## config.mk

```make
export PLATFORM = sky130hd
export DESIGN_NAME = settle_delay_timer
export DESIGN_NICKNAME = d
export VERILOG_FILES = /design/src/rtl/settle_pkg.sv /design/src/rtl/settle_calc.sv /design/src/rtl/settle_ctrl.sv /design/src/rtl/settle_dpath.sv /design/src/rtl/settle_delay_timer.sv
export SDC_FILE = /design/constraint.sdc
export NUM_CORES = 1
export LEC_CHECK = 0
export BUFFER_PORTS_ARGS = -buffer_cell sky130_fd_sc_hd__clkbuf_2
export CAP_MARGIN = 20
export CORE_MARGIN = 1.5
export CORE_UTILIZATION = 46
export DETAILED_ROUTE_END_ITERATION = 10
export PLACE_DENSITY = 0.72
export SLEW_MARGIN = 10
export SYNTH_ARGS = -nofsm -noshare
export SYNTH_HDL_FRONTEND = slang
export SYNTH_HIERARCHICAL = 1
export SYNTH_SLANG_ARGS = --single-unit
```

## constraint.sdc

```tcl
create_clock -name clk -period 50 [get_ports clk]
set_clock_uncertainty 0.1 [all_clocks]
set_input_delay 7.5 -clock clk [delete_from_list [all_inputs] [get_ports clk]]
set_output_delay 7.5 -clock clk [all_outputs]
set_load 0.005 [all_outputs]
```

## src/rtl/settle_pkg.sv

```systemverilog
package settle_pkg;
  localparam int CODE_W      = 3;
  localparam int TIMING_W    = 6;
  localparam int PERIOD_BASE = 63;   // 6.3 ms in tenths
  localparam int RATE_MAX    = 800;  // hundredths
  localparam int MULT_MAX    = 113;  // hundredths
  localparam int SCALE       = 100;
  localparam int RATE_DFLT   = 100;
  localparam int MULT_DFLT   = 70;

  localparam int SPAN_MAX  = PERIOD_BASE + (2 ** TIMING_W) - 1;
  localparam int PROD_MAX  = SPAN_MAX * RATE_MAX * MULT_MAX;
  localparam int DELAY_MAX = PROD_MAX / SCALE;
  localparam int SPAN_W    = $clog2(SPAN_MAX + 1);
  localparam int RATE_W    = $clog2(RATE_MAX + 1);
  localparam int MULT_W    = $clog2(MULT_MAX + 1);
  localparam int PROD_W    = $clog2(PROD_MAX + 1);
  localparam int DELAY_W   = $clog2(DELAY_MAX + 1);

  typedef struct packed {
    logic load;    // capture computed delay into counter
    logic dec;     // step counter down
    logic freeze;  // hold the visible delay
  } strobe_t;

  function automatic logic [RATE_W-1:0] rateLookup(input logic [CODE_W-1:0] code);
    case (code)
      3'd0:    rateLookup = RATE_W'(200);
      3'd1:    rateLookup = RATE_W'(100);
      3'd2:    rateLookup = RATE_W'(50);
      3'd3:    rateLookup = RATE_W'(25);
      3'd4:    rateLookup = RATE_W'(800);
      3'd5:    rateLookup = RATE_W'(400);
      default: rateLookup = RATE_W'(RATE_DFLT);
    endcase
  endfunction

  function automatic logic [MULT_W-1:0] multLookup(input logic [CODE_W-1:0] code);
    case (code)
      3'd1:    multLookup = MULT_W'(48);
      3'd2:    multLookup = MULT_W'(70);
      3'd3:    multLookup = MULT_W'(75);
      3'd5:    multLookup = MULT_W'(113);
      default: multLookup = MULT_W'(MULT_DFLT);
    endcase
  endfunction
endpackage

```

## src/rtl/settle_calc.sv

```systemverilog
module settle_calc
  import settle_pkg::*;
(
  input  logic [CODE_W-1:0]   modeCode,
  input  logic [CODE_W-1:0]   prescCode,
  input  logic [TIMING_W-1:0] timingCode,
  output logic [DELAY_W-1:0]  calcDelay
);
  logic [RATE_W-1:0] rateX100;
  logic [MULT_W-1:0] multX100;
  logic [SPAN_W-1:0] span;
  logic [PROD_W-1:0] periodScaled;
  logic [PROD_W-1:0] product;

  always_comb begin
    rateX100     = rateLookup(prescCode);
    multX100     = multLookup(modeCode);
    span         = SPAN_W'(PERIOD_BASE) + SPAN_W'(timingCode);
    periodScaled = PROD_W'(span) * PROD_W'(rateX100);
    product      = periodScaled * PROD_W'(multX100);
    calcDelay    = DELAY_W'(product / PROD_W'(SCALE));
  end
endmodule

```

## src/rtl/settle_ctrl.sv

```systemverilog
module settle_ctrl
  import settle_pkg::*;
(
  input  logic    clk,
  input  logic    rstN,
  input  logic    startPulse,
  input  logic    tickUs,
  input  logic    cntLast,
  output strobe_t strb,
  output logic    timerBusy,
  output logic    timerDone
);
  typedef enum logic {ST_IDLE, ST_RUN} state_t;
  state_t stateQ, stateD;
  logic   doneD;

  always_comb begin
    strb        = '0;
    stateD      = stateQ;
    doneD       = 1'b0;
    strb.freeze = (stateQ == ST_RUN);
    case (stateQ)
      ST_IDLE: if (startPulse) begin
        strb.load = 1'b1;
        stateD    = ST_RUN;
      end
      ST_RUN: if (tickUs) begin
        if (cntLast) begin
          stateD = ST_IDLE;
          doneD  = 1'b1;
        end else begin
          strb.dec = 1'b1;
        end
      end
      default: stateD = ST_IDLE;
    endcase
  end

  always_ff @(posedge clk) begin
    if (!rstN) begin
      stateQ    <= ST_IDLE;
      timerDone <= 1'b0;
    end else begin
      stateQ    <= stateD;
      timerDone <= doneD;
    end
  end

  assign timerBusy = (stateQ == ST_RUN);

  AST_DONE_PULSE: assert property (@(posedge clk) disable iff (!rstN)
    timerDone |=> !timerDone);
  AST_DONE_AFTER_RUN: assert property (@(posedge clk) disable iff (!rstN)
    $rose(timerDone) |-> (!timerBusy && $past(timerBusy)));
  AST_START_IGNORED: assert property (@(posedge clk) disable iff (!rstN)
    (timerBusy && startPulse && !tickUs) |=> timerBusy);
endmodule

```

## src/rtl/settle_dpath.sv

```systemverilog
module settle_dpath
  import settle_pkg::*;
(
  input  logic               clk,
  input  logic               rstN,
  input  strobe_t            strb,
  input  logic [DELAY_W-1:0] calcDelay,
  output logic [DELAY_W-1:0] delayQ,
  output logic               cntLast
);
  logic [DELAY_W-1:0] cntQ;

  always_ff @(posedge clk) begin
    if (!rstN) begin
      delayQ <= '0;
      cntQ   <= '0;
    end else begin
      if (!strb.freeze) delayQ <= calcDelay;
      if (strb.load)      cntQ <= calcDelay;
      else if (strb.dec)  cntQ <= cntQ - 1'b1;
    end
  end

  assign cntLast = (cntQ == DELAY_W'(1));

  AST_DELAY_FROZEN: assert property (@(posedge clk) disable iff (!rstN)
    (strb.freeze && $past(strb.freeze)) |-> $stable(delayQ));
  AST_CNT_BOUND: assert property (@(posedge clk) disable iff (!rstN)
    strb.freeze |-> (cntQ != '0 && cntQ <= delayQ));
  AST_LOAD_NONZERO: assert property (@(posedge clk) disable iff (!rstN)
    strb.load |-> (calcDelay != '0));
  AST_NO_OVERFLOW: assert property (@(posedge clk) disable iff (!rstN)
    32'(delayQ) <= DELAY_MAX);
endmodule

```

## src/rtl/settle_delay_timer.sv

```systemverilog
module settle_delay_timer
  import settle_pkg::*;
(
  input  logic                clk,
  input  logic                rstN,
  input  logic [CODE_W-1:0]   modeCode,
  input  logic [CODE_W-1:0]   prescCode,
  input  logic [TIMING_W-1:0] timingCode,
  input  logic                startPulse,
  input  logic                tickUs,
  output logic [DELAY_W-1:0]  delayUs,
  output logic                timerBusy,
  output logic                timerDone
);
  strobe_t            strb;
  logic [DELAY_W-1:0] calcDelay;
  logic               cntLast;

  settle_calc u_calc (
    .modeCode(modeCode), .prescCode(prescCode), .timingCode(timingCode),
    .calcDelay(calcDelay)
  );

  settle_ctrl u_ctrl (
    .clk(clk), .rstN(rstN), .startPulse(startPulse), .tickUs(tickUs),
    .cntLast(cntLast), .strb(strb), .timerBusy(timerBusy), .timerDone(timerDone)
  );

  settle_dpath u_dpath (
    .clk(clk), .rstN(rstN), .strb(strb), .calcDelay(calcDelay),
    .delayQ(delayUs), .cntLast(cntLast)
  );
endmodule

```

==> out/summary.txt <==
WORST SETUP PATH
--------------------------------------------------------------------------------
Kind of start point of the critical path                              input port
Slowest stage cell, crit path                                       sky130_fd_sc_hd__xnor2_1
Critical path's largest stage delay                                      0.72 ns
Signal arrival time at the worst endpoint                               29.22 ns
Crit Path Max Fanout                                                          14
Critical path class                                                 input port to flip-flop
CP Data Required Time                                                   50.12 ns
Most numerous cell on the critical path                             sky130_fd_sc_hd__fa_1
Worst reg-to-reg setup slack                                            47.36 ns
Kind of end point of the critical path                                 flip-flop

LOGIC SYNTHESIS
--------------------------------------------------------------------------------
Number of flops mapped to enable cells by yosys                                0
Synthesized area per cell                                               7.74 um2
Portion of the post-synthesis area used by sequential elements            0.0637
Mapped cell area                                                       11300 um2
Fraction of registers with async set/reset                                     0
Netlist cell types                                                           108
Post-synthesis register bit count                                             36
Net Count, Synth                                                            1672
Synthesis Warnings                                                             6
Main flop type after synthesis                                      sky130_fd_sc_hd__dfxtp_1
Number of standard cells after synthesis                                    1463

DIE
--------------------------------------------------------------------------------
Area enclosed by the die boundary                                      25600 um2
Number of ports placed on the die boundary                                    35
Effective utilization at floorplan                                         0.467
Chip Height                                                               160 um
Die W                                                                     160 um
Number of placement rows                                                      57
Core outline area                                                      24200 um2

PLACED DESIGN
--------------------------------------------------------------------------------
Number of port buffers                                                        34
Placer's final routability congestion estimate                             0.940
Post-detailed-placement half-perimeter wirelength                       22000 um
Total cell area at the placement stage                                 11700 um2
Post-place setup slack                                                  20.95 ns

TIMING
--------------------------------------------------------------------------------
Max Slew Vio Count                                                             0
Normalized max-slew margin                                                 0.326
RSZ-0062 raised after global routing                                       false
Shortest period the worst path allows                                   29.10 ns
Transition time at the pin with the least slew margin                    1.01 ns
Final Setup Violations                                                         0
Maximum achievable frequency                                            34.4 MHz
Tcrit/Tclk final                                                           0.582
Accumulated negative setup slack                                            0 ns
Fin. Hold Viols                                                                0
Worst setup margin                                                      20.90 ns

LAYOUT
--------------------------------------------------------------------------------
Final Cell Area                                                        11800 um2
Most frequent cells in the layout                                   sky130_fd_sc_hd__nor2_1, sky130_fd_sc_hd__inv_1, sky130_fd_sc_hd__nand2_1
Most common cell after layout, fill and taps aside                  sky130_fd_sc_hd__nor2_1
Number of fillers in the final layout                                       2324
Final nets                                                                  1660
Layout cells sized above 1                                                0.0799
Antenna Diode Count                                                            0
Synthesis-to-finish area growth                                            4.62%

ROUTE
--------------------------------------------------------------------------------
Initial DRC count                                                           1110
Total routed wirelength                                                 27000 um
Number of nets with antenna violations after detailed routing                  0
Average wire length per cell after detail routing                        15.2 um
Mean number of vias per cell                                                6.02
Total via count after detailed routing                                     10.7k
DRC violation count after routing                                              0
First-pass iteration count of the detailed router                              6

GLOBAL ROUTING
--------------------------------------------------------------------------------
Number of antenna violations at the first check in global routing              0
GRT overflow                                                                   0
Global-route wire length before repair                                  47200 um
Global router's overall resource usage                                     0.214
Number of global-route vias before repair                                  10.2k
Maximum number of pins on one net before global-route repair                  37

STATUS
--------------------------------------------------------------------------------
Run status                                                          finished, final reports clean

RUN
--------------------------------------------------------------------------------
Total of max-cap violations                                                    0

CLOCKING
--------------------------------------------------------------------------------
CTS resizes                                                                    0
TritonCTS clock tree                                                       built
Maximum clock insertion buffer count                                           2
Hold-fix buffers at CTS                                                        0
CTS root buf                                                        sky130_fd_sc_hd__clkbuf_16
Number of buffers created by CTS                                               5
Clock tree sinks                                                              36
Max H-tree Level                                                               2
Clock transition at path regs                                            0.05 ns
Worst skew pair latency                                                  0.28 ns
Number of setup buffers added after CTS                                        0

MIN PATH
--------------------------------------------------------------------------------
Class of the tightest hold or removal check                         flip-flop to flip-flop

[path summary, 6_finish.rpt]
check	from	end	depth (start not counted)
setup / recovery	timingCode[0]	u_dpath/cntQ[0]	76
hold / removal	u_dpath/delayQ[3]	u_dpath/delayQ[3]	2
setup reg to reg	u_dpath/cntQ[8]	u_dpath/cntQ[14]	9
hold reg to reg	u_dpath/delayQ[3]	u_dpath/delayQ[3]	2
[flip-flops by register name (all words and copies together) (netlist names)]
| name | flops |
|---|---|
| u_ctrl/timerDone | 1 |
| u_dpath/delayQ | 17 |
| u_ctrl/timerBusy | 1 |
| u_dpath/cntQ | 17 |
[synth_stat cells (all sizes together) (26+ instances only)]
library cell / number / area, um2
nor3: 42 / 236
inv: 139 / 522
xor2: 31 / 279
nor2: 163 / 612
a21oi: 86 / 457
nand2b: 36 / 225
dfxtp: 36 / 721
nor2b: 26 / 163
clkbuf: 38 / 143
mux2i: 28 / 284
o21ai: 70 / 350
nand2: 120 / 450
xnor2: 42 / 368
fa: 113 / 2260
nand3: 35 / 190
ha: 80 / 1000
[metal layers]
metal	vias up	track usage	part of all wire	routed length, um
met5	-	0	0	0
met4	0	0.0433	0.017	472
met3	51	0.0161	0.050	1340
met2	345	0.378	0.48	13000
met1	5124	0.288	0.45	12200
li1	5164	-	-	-
[kinds of logic (layout without fill, tap and decap cells)]
| group | Yosys count | in the layout | synth area share |
|---|---|---|---|
| AO/OA/AOI/OAI | 387 | 387 | 0.248 |
| buffers and inverters | 197 | 186 | 0.0697 |
| AND/OR/NAND/NOR | 546 | 546 | 0.246 |
| adder cells (fa/ha/maj) | 194 | 194 | 0.289 |
| XOR/XNOR | 73 | 73 | 0.0571 |
| multiplexers | 30 | 30 | 0.0271 |
| flip-flops | 36 | 36 | 0.0637 |
[stage by stage]
stage | hold slack, ns | utilization | instances
6_report | 0.420 | 0.488 | 1776
5_1_grt | 0.452 | 0.488 | 1776
4_1_cts | 0.425 | 0.488 | 1775
3_5_place_dp | 0.411 | 0.481 | 1767
3_3_place_gp | 0.399 | 0.480 | 1766
2_1_floorplan | 0.384 | - | 1463
[critical path: cells and delay by family]
kind | cells | cell delay (ns)
AO/OA/AOI/OAI | 38 | 9.66
adder cells (fa/ha/maj) | 11 | 5.18
AND/OR/NAND/NOR | 12 | 3.25
XOR/XNOR | 4 | 1.93
multiplexers | 2 | 0.86
buffers and inverters | 9 | 0.78
[layout make-up]
class / count / area (um2) / share of cell area
clock inverters: 1 / 30.0 / 0.00254
inverters: 139 / 522 / 0.0441
well taps: 324 / 405 / 0.0342
flip-flops and latches: 36 / 721 / 0.0609
multi-input cells: 1230 / 9810 / 0.828
repair buffers: 39 / 203 / 0.0171
clock buffers: 7 / 153 / 0.0129
Power is not shown: default switching activity piles up to over one toggle a cycle in this logic, so the estimate is an artifact.
